### config.mk
export PLATFORM = sky130hd
export DESIGN_NAME = clkout_divider
export DESIGN_NICKNAME = d
export VERILOG_FILES = /design/src/rtl/ckdiv_pkg.sv /design/src/rtl/ckdiv_cfg.sv /design/src/rtl/ckdiv_core.sv /design/src/rtl/ckdiv_out.sv /design/src/rtl/clkout_divider.sv
export SDC_FILE = /design/constraint.sdc
export NUM_CORES = 1
export LEC_CHECK = 0
export BUFFER_PORTS_ARGS = -buffer_cell sky130_fd_sc_hd__buf_2
export CORE_MARGIN = 3
export CORE_UTILIZATION = 46
export CTS_BUF_LIST = sky130_fd_sc_hd__clkbuf_16
export DETAILED_ROUTE_END_ITERATION = 10
export GPL_ROUTABILITY_DRIVEN = 0
export PLACE_DENSITY_LB_ADDON = 0.12
export SKIP_LAST_GASP = 1
export SYNTH_ARGS = -nofsm -noshare
export SYNTH_HDL_FRONTEND = slang
export SYNTH_SLANG_ARGS = --single-unit
### constraint.sdc
create_clock -name clk_i -period 5.7 [get_ports clk_i]
set_clock_uncertainty 0.2 [all_clocks]
set_input_delay 0.285 -clock clk_i [delete_from_list [all_inputs] [get_ports clk_i]]
set_output_delay 0.285 -clock clk_i [all_outputs]
set_load 0.05 [all_outputs]
### src/rtl/ckdiv_pkg.sv
package ckdiv_pkg;
  typedef enum logic [1:0] {
    MODE_OFF  = 2'd0,
    MODE_PASS = 2'd1,
    MODE_DIV  = 2'd2
  } ckdiv_mode_e;
endpackage

### src/rtl/ckdiv_cfg.sv
module ckdiv_cfg
  import ckdiv_pkg::*;
#(
  parameter int CODE_W = 3
) (
  input  logic              clk_i,
  input  logic              rst_ni,
  input  logic              we_i,
  input  logic [CODE_W-1:0] code_i,
  input  logic              off_i,
  output ckdiv_mode_e       pend_mode_o,
  output logic [CODE_W-1:0] pend_half_o
);
  localparam logic [CODE_W-1:0] PASS_CODE = {CODE_W{1'b1}};
  localparam logic [CODE_W-1:0] ONE       = CODE_W'(1);

  always_ff @(posedge clk_i or negedge rst_ni) begin
    if (!rst_ni) begin
      pend_mode_o <= MODE_OFF;
      pend_half_o <= ONE;
    end else if (we_i) begin
      if (off_i) begin
        pend_mode_o <= MODE_OFF;
        pend_half_o <= ONE;
      end else if (code_i == PASS_CODE) begin
        pend_mode_o <= MODE_PASS;
        pend_half_o <= ONE;
      end else begin
        pend_mode_o <= MODE_DIV;
        pend_half_o <= code_i + ONE;
      end
    end
  end

  a_r2_half_nonzero: assert property (@(posedge clk_i) disable iff (!rst_ni)
    (pend_mode_o == MODE_DIV) |-> (pend_half_o != '0));
endmodule

### src/rtl/ckdiv_core.sv
module ckdiv_core
  import ckdiv_pkg::*;
#(
  parameter int CODE_W = 3
) (
  input  logic              clk_i,
  input  logic              rst_ni,
  input  ckdiv_mode_e       pend_mode_i,
  input  logic [CODE_W-1:0] pend_half_i,
  output logic              div_o,
  output logic              pass_arm_o
);
  localparam logic [CODE_W-1:0] ONE = CODE_W'(1);

  ckdiv_mode_e       act_mode_q;
  logic [CODE_W-1:0] act_half_q;
  logic [CODE_W-1:0] cnt_q;
  logic              div_q;
  logic              at_limit;
  logic              boundary;
  logic              changed;
  logic              apply;

  assign at_limit = (cnt_q == act_half_q - ONE);

  // Divide mode: boundary is the edge where the output would rise again
  always_comb begin
    unique case (act_mode_q)
      MODE_DIV: boundary = at_limit && !div_q;
      default:  boundary = 1'b1;
    endcase
  end

  assign changed = (pend_mode_i != act_mode_q) ||
                   ((pend_mode_i == MODE_DIV) && (pend_half_i != act_half_q));
  assign apply   = boundary && changed;

  always_ff @(posedge clk_i or negedge rst_ni) begin
    if (!rst_ni) begin
      act_mode_q <= MODE_OFF;
      act_half_q <= ONE;
      cnt_q      <= '0;
      div_q      <= 1'b0;
    end else if (apply) begin
      act_mode_q <= pend_mode_i;
      act_half_q <= pend_half_i;
      cnt_q      <= '0;
      div_q      <= (pend_mode_i == MODE_DIV);
    end else if (act_mode_q == MODE_DIV) begin
      if (at_limit) begin
        cnt_q <= '0;
        div_q <= ~div_q;
      end else begin
        cnt_q <= cnt_q + ONE;
      end
    end
  end

  assign div_o      = div_q;
  assign pass_arm_o = (act_mode_q == MODE_PASS);

  a_r3_cnt_range: assert property (@(posedge clk_i) disable iff (!rst_ni)
    (act_mode_q == MODE_DIV) |-> (cnt_q < act_half_q));

  a_r3_toggle_at_limit: assert property (@(posedge clk_i) disable iff (!rst_ni)
    ((act_mode_q == MODE_DIV) && ($past(act_mode_q) == MODE_DIV) && (div_q != $past(div_q)))
    |-> ($past(cnt_q) == $past(act_half_q) - ONE));

  a_r5_off_low: assert property (@(posedge clk_i) disable iff (!rst_ni)
    (act_mode_q == MODE_OFF) |-> !div_q);

  a_r6_switch_at_boundary: assert property (@(posedge clk_i) disable iff (!rst_ni)
    (act_mode_q != $past(act_mode_q)) |-> $past(boundary));

  a_r9_div_start_high: assert property (@(posedge clk_i) disable iff (!rst_ni)
    ((act_mode_q == MODE_DIV) && ($past(act_mode_q) != MODE_DIV)) |-> div_q);
endmodule

### src/rtl/ckdiv_out.sv
module ckdiv_out (
  input  logic clk_i,
  input  logic rst_ni,
  input  logic div_i,
  input  logic pass_arm_i,
  output logic clk_o
);
  logic pass_en_q;

  // Enable changes only while clk_i is low, so the gated path cannot clip a high phase
  always_ff @(negedge clk_i or negedge rst_ni) begin
    if (!rst_ni) pass_en_q <= 1'b0;
    else         pass_en_q <= pass_arm_i;
  end

  assign clk_o = (clk_i & pass_en_q) | div_i;

  a_r4_paths_exclusive: assert property (@(posedge clk_i) disable iff (!rst_ni)
    !(pass_en_q && div_i));
endmodule

### src/rtl/clkout_divider.sv
module clkout_divider
  import ckdiv_pkg::*;
#(
  parameter int CODE_W = 3
) (
  input  logic              clk_i,
  input  logic              rst_ni,
  input  logic              cfg_we_i,
  input  logic [CODE_W-1:0] cfg_code_i,
  input  logic              cfg_off_i,
  output logic              clk_o
);
  ckdiv_mode_e       pend_mode;
  logic [CODE_W-1:0] pend_half;
  logic              div;
  logic              pass_arm;

  ckdiv_cfg #(.CODE_W(CODE_W)) u_cfg (
    .clk_i       (clk_i),
    .rst_ni      (rst_ni),
    .we_i        (cfg_we_i),
    .code_i      (cfg_code_i),
    .off_i       (cfg_off_i),
    .pend_mode_o (pend_mode),
    .pend_half_o (pend_half)
  );

  ckdiv_core #(.CODE_W(CODE_W)) u_core (
    .clk_i       (clk_i),
    .rst_ni      (rst_ni),
    .pend_mode_i (pend_mode),
    .pend_half_i (pend_half),
    .div_o       (div),
    .pass_arm_o  (pass_arm)
  );

  ckdiv_out u_out (
    .clk_i      (clk_i),
    .rst_ni     (rst_ni),
    .div_i      (div),
    .pass_arm_i (pass_arm),
    .clk_o      (clk_o)
  );

  a_r1_low_after_reset: assert property (@(posedge clk_i) disable iff (!rst_ni)
    ($past(!rst_ni)) |-> !clk_o);
endmodule

==> out/metrics.cfg <==
[finish]
layout.nets=100
stdcell_area_um2=1082
fin_util_pct=67.16
final_cell_mix=dfrtp_1, buf_2, inv_1, clkbuf_16, o21ai_0
drive_gt1_share_pct=25.00
diodes=0
area_growth_pct=27.77
fillCellCount=140
final_common_cell=dfrtp_1

[placement]
hpwl_um=1014
io_buffers=7
placed_cell_area_um2=908.4

[clock_network]
post_cts_buffers=0
clk_latency_ps=350
path_clk_slew_ps=50
cts_tree=done

[drt]
vias=557
routed_wl_um=1440
drc=0
first_pass_iters=4
drtIter0Drc=6
antenna_left=0
detail_route.vias_per_cell=4.973
wl_per_cell_um=12.86

[floorplan]
coreArea_um2=1612
die_h_um=48.91
fp.dieW_um=48.91
die-area_um2=2392
rows=14
start_util_pct=52.56
ios=8

[grt]
antenna_found_initial=0
grt_pass1_wl_um=2566
first_global_vias=640
overflow=0
grt_max_degree=16
grt_use_total_pct=14.34

[power]
comb_power_share_pct=34.0
seqPwrFrac_pct=26.7
p_int_w=0.0004356
p_clk_share_pct=39.4
power.switching_w=0.0002021
finalPower_w=0.0006378
cellPowerDensity_nw_per_um2=589.3
p_leak_nw=0.5115
sw_frac_of_total_pct=31.70
peakVddDrop_mv=0.3432

[logic_synthesis]
syn_area_um2=847.1
synth_seq_cells=15
syn_inst=73
ys_types=34
yosys_warnings=0
yosysSeqAreaShare_pct=44.61
synth.net_count=84
postSynthAreaPerCell_um2=11.60

[hold_path]
hp-class=input port to flop

[setup_path]
crit_path_end_kind=output pin
critPathKind=flop to output pin
cp.required_ps=5220
arrival_ps=3980
reg2reg_slack_ps=1970
worstSetupStartpointType=flop
critPathMaxFanout=1

[timing]
slew_headroom_pct=75.22
maxSlewViolCount=0
fin_tns_setup_ps=0
grt_setup_unrepaired=no
final-hold-violation-count=0
tightest_slew_ps=370.5
setup_violations=0

[status]
status=finished clean

[job]
maxCapViolations=0

## power by group through the flow
stage / logic (W) / registers, W / clock network [W]
after floorplan: 0.000184 / 0.000165 / 0.0000157
after global placement: 0.000214 / 0.000170 / 0.0000185
after detailed placement: 0.000216 / 0.000172 / 0.0000185
after CTS: 0.000219 / 0.000169 / 0.000255
after global routing: 0.000242 / 0.000175 / 0.000268
final: 0.000217 / 0.000170 / 0.000251
## synth_stat cells, drive strengths merged
master   count  area, um2
a21o         1      7.510
nand3b       3      22.52
or2b         2      15.01
dfrtn        1      25.02
nor2b        2      12.51
a31oi        2      18.77
nor2         2      7.510
nor4         1      6.260
and2b        2      15.01
nor3         1      5.000
o41ai        1      27.53
o2111ai      1      8.760
nand3        2      10.01
mux2i        3      30.03
inv          5      18.77
xor2         3      26.28
nand4b       1      8.760
ha           4      50.05
dfstp        2      52.55
dfrtp       12      300.3
xor3         1      25.02
a21oi        3      15.01
and2         1      6.260
a32o         1      10.01
or3b         1      8.760
clkbuf       1      3.750
nand2        2      10.01
o21ai        5      25.02
xnor2        3      26.28
mux2         3      41.29
nor3b        1      7.510
## per-layer routing
layer	global-route usage, %	vias to the layer above	share of wire, %
met3	8.257	0	3.9
li1	-	291	-
met2	24.21	11	48
met1	14.45	255	48
met4	5.687	0	0
met5	0	-	0
## worst paths after layout
path                                      startpoint                    to  cells after the start
worst max-delay path                 u_out.pass_en_q                 clk_o                      2
worst min-delay path                        cfg_we_i  u_cfg.pend_half_o[0]                      2
worst max register to register  u_core.act_mode_q[0]       u_out.pass_en_q                      1
worst min register to register  u_cfg.pend_half_o[1]  u_core.act_half_q[1]                      2
max in group asynchronous                     rst_ni       u_out.pass_en_q                      2
min in group asynchronous                     rst_ni       u_core.cnt_q[2]                      2
## per-stage QoR
step | setup slack (ps) | std cells | hold WS [ps]
global placement | 1668 | 103 | 5.337
floorplan | 1627 | 73 | -210.6
global route | 1156 | 112 | 18.82
CTS | 1226 | 112 | 4.443
finish | 1234 | 112 | 8.012
detailed placement | 1665 | 103 | 3.390
## area by class of cell
cell class              count  area [um2]  area share [%]
flip-flops and latches     15       377.9           34.91
clock buffers               7       155.1           14.34
repair buffers              8       50.05           4.624
clock inverters             1       3.754          0.3468
well taps                  24       30.03           2.775
multi-input cells          52       446.7           41.27
inverters                   5       18.77           1.734
## registers in the layout, summed over array words and instances, names as in the netlist
| register | flops |
|---|---|
| u_cfg.pend_half_o | 3 |
| u_cfg.pend_mode_o | 2 |
| u_core.act_half_q | 3 |
| u_core.act_mode_q | 2 |
| u_core.cnt_q | 3 |
| u_core.div_o | 1 |
| u_out.pass_en_q | 1 |
## repair_timing
action                    4_1_cts  5_1_grt
resized for setup               0        0
hold endpoints to repair       15        0
hold buffers                    2        0
## worst max-delay path: stages, from the launching register on
cell and delay, ps:
dfrtn_1 390, a21o_1 100, buf_2 250
## cell families (layout without fill, tap and decap cells)
group | Yosys count | count (layout) | share of synthesized area (%)
flops | 15 | 15 | 44.61
simple gates | 21 | 21 | 15.95
xor+xnor | 7 | 7 | 9.159
compound gates | 14 | 14 | 13.29
buf+inv | 6 | 21 | 2.659
mux | 6 | 6 | 8.420
fa+ha+maj | 4 | 4 | 5.909
No activity file was read; power rests on OpenSTA's default activity.
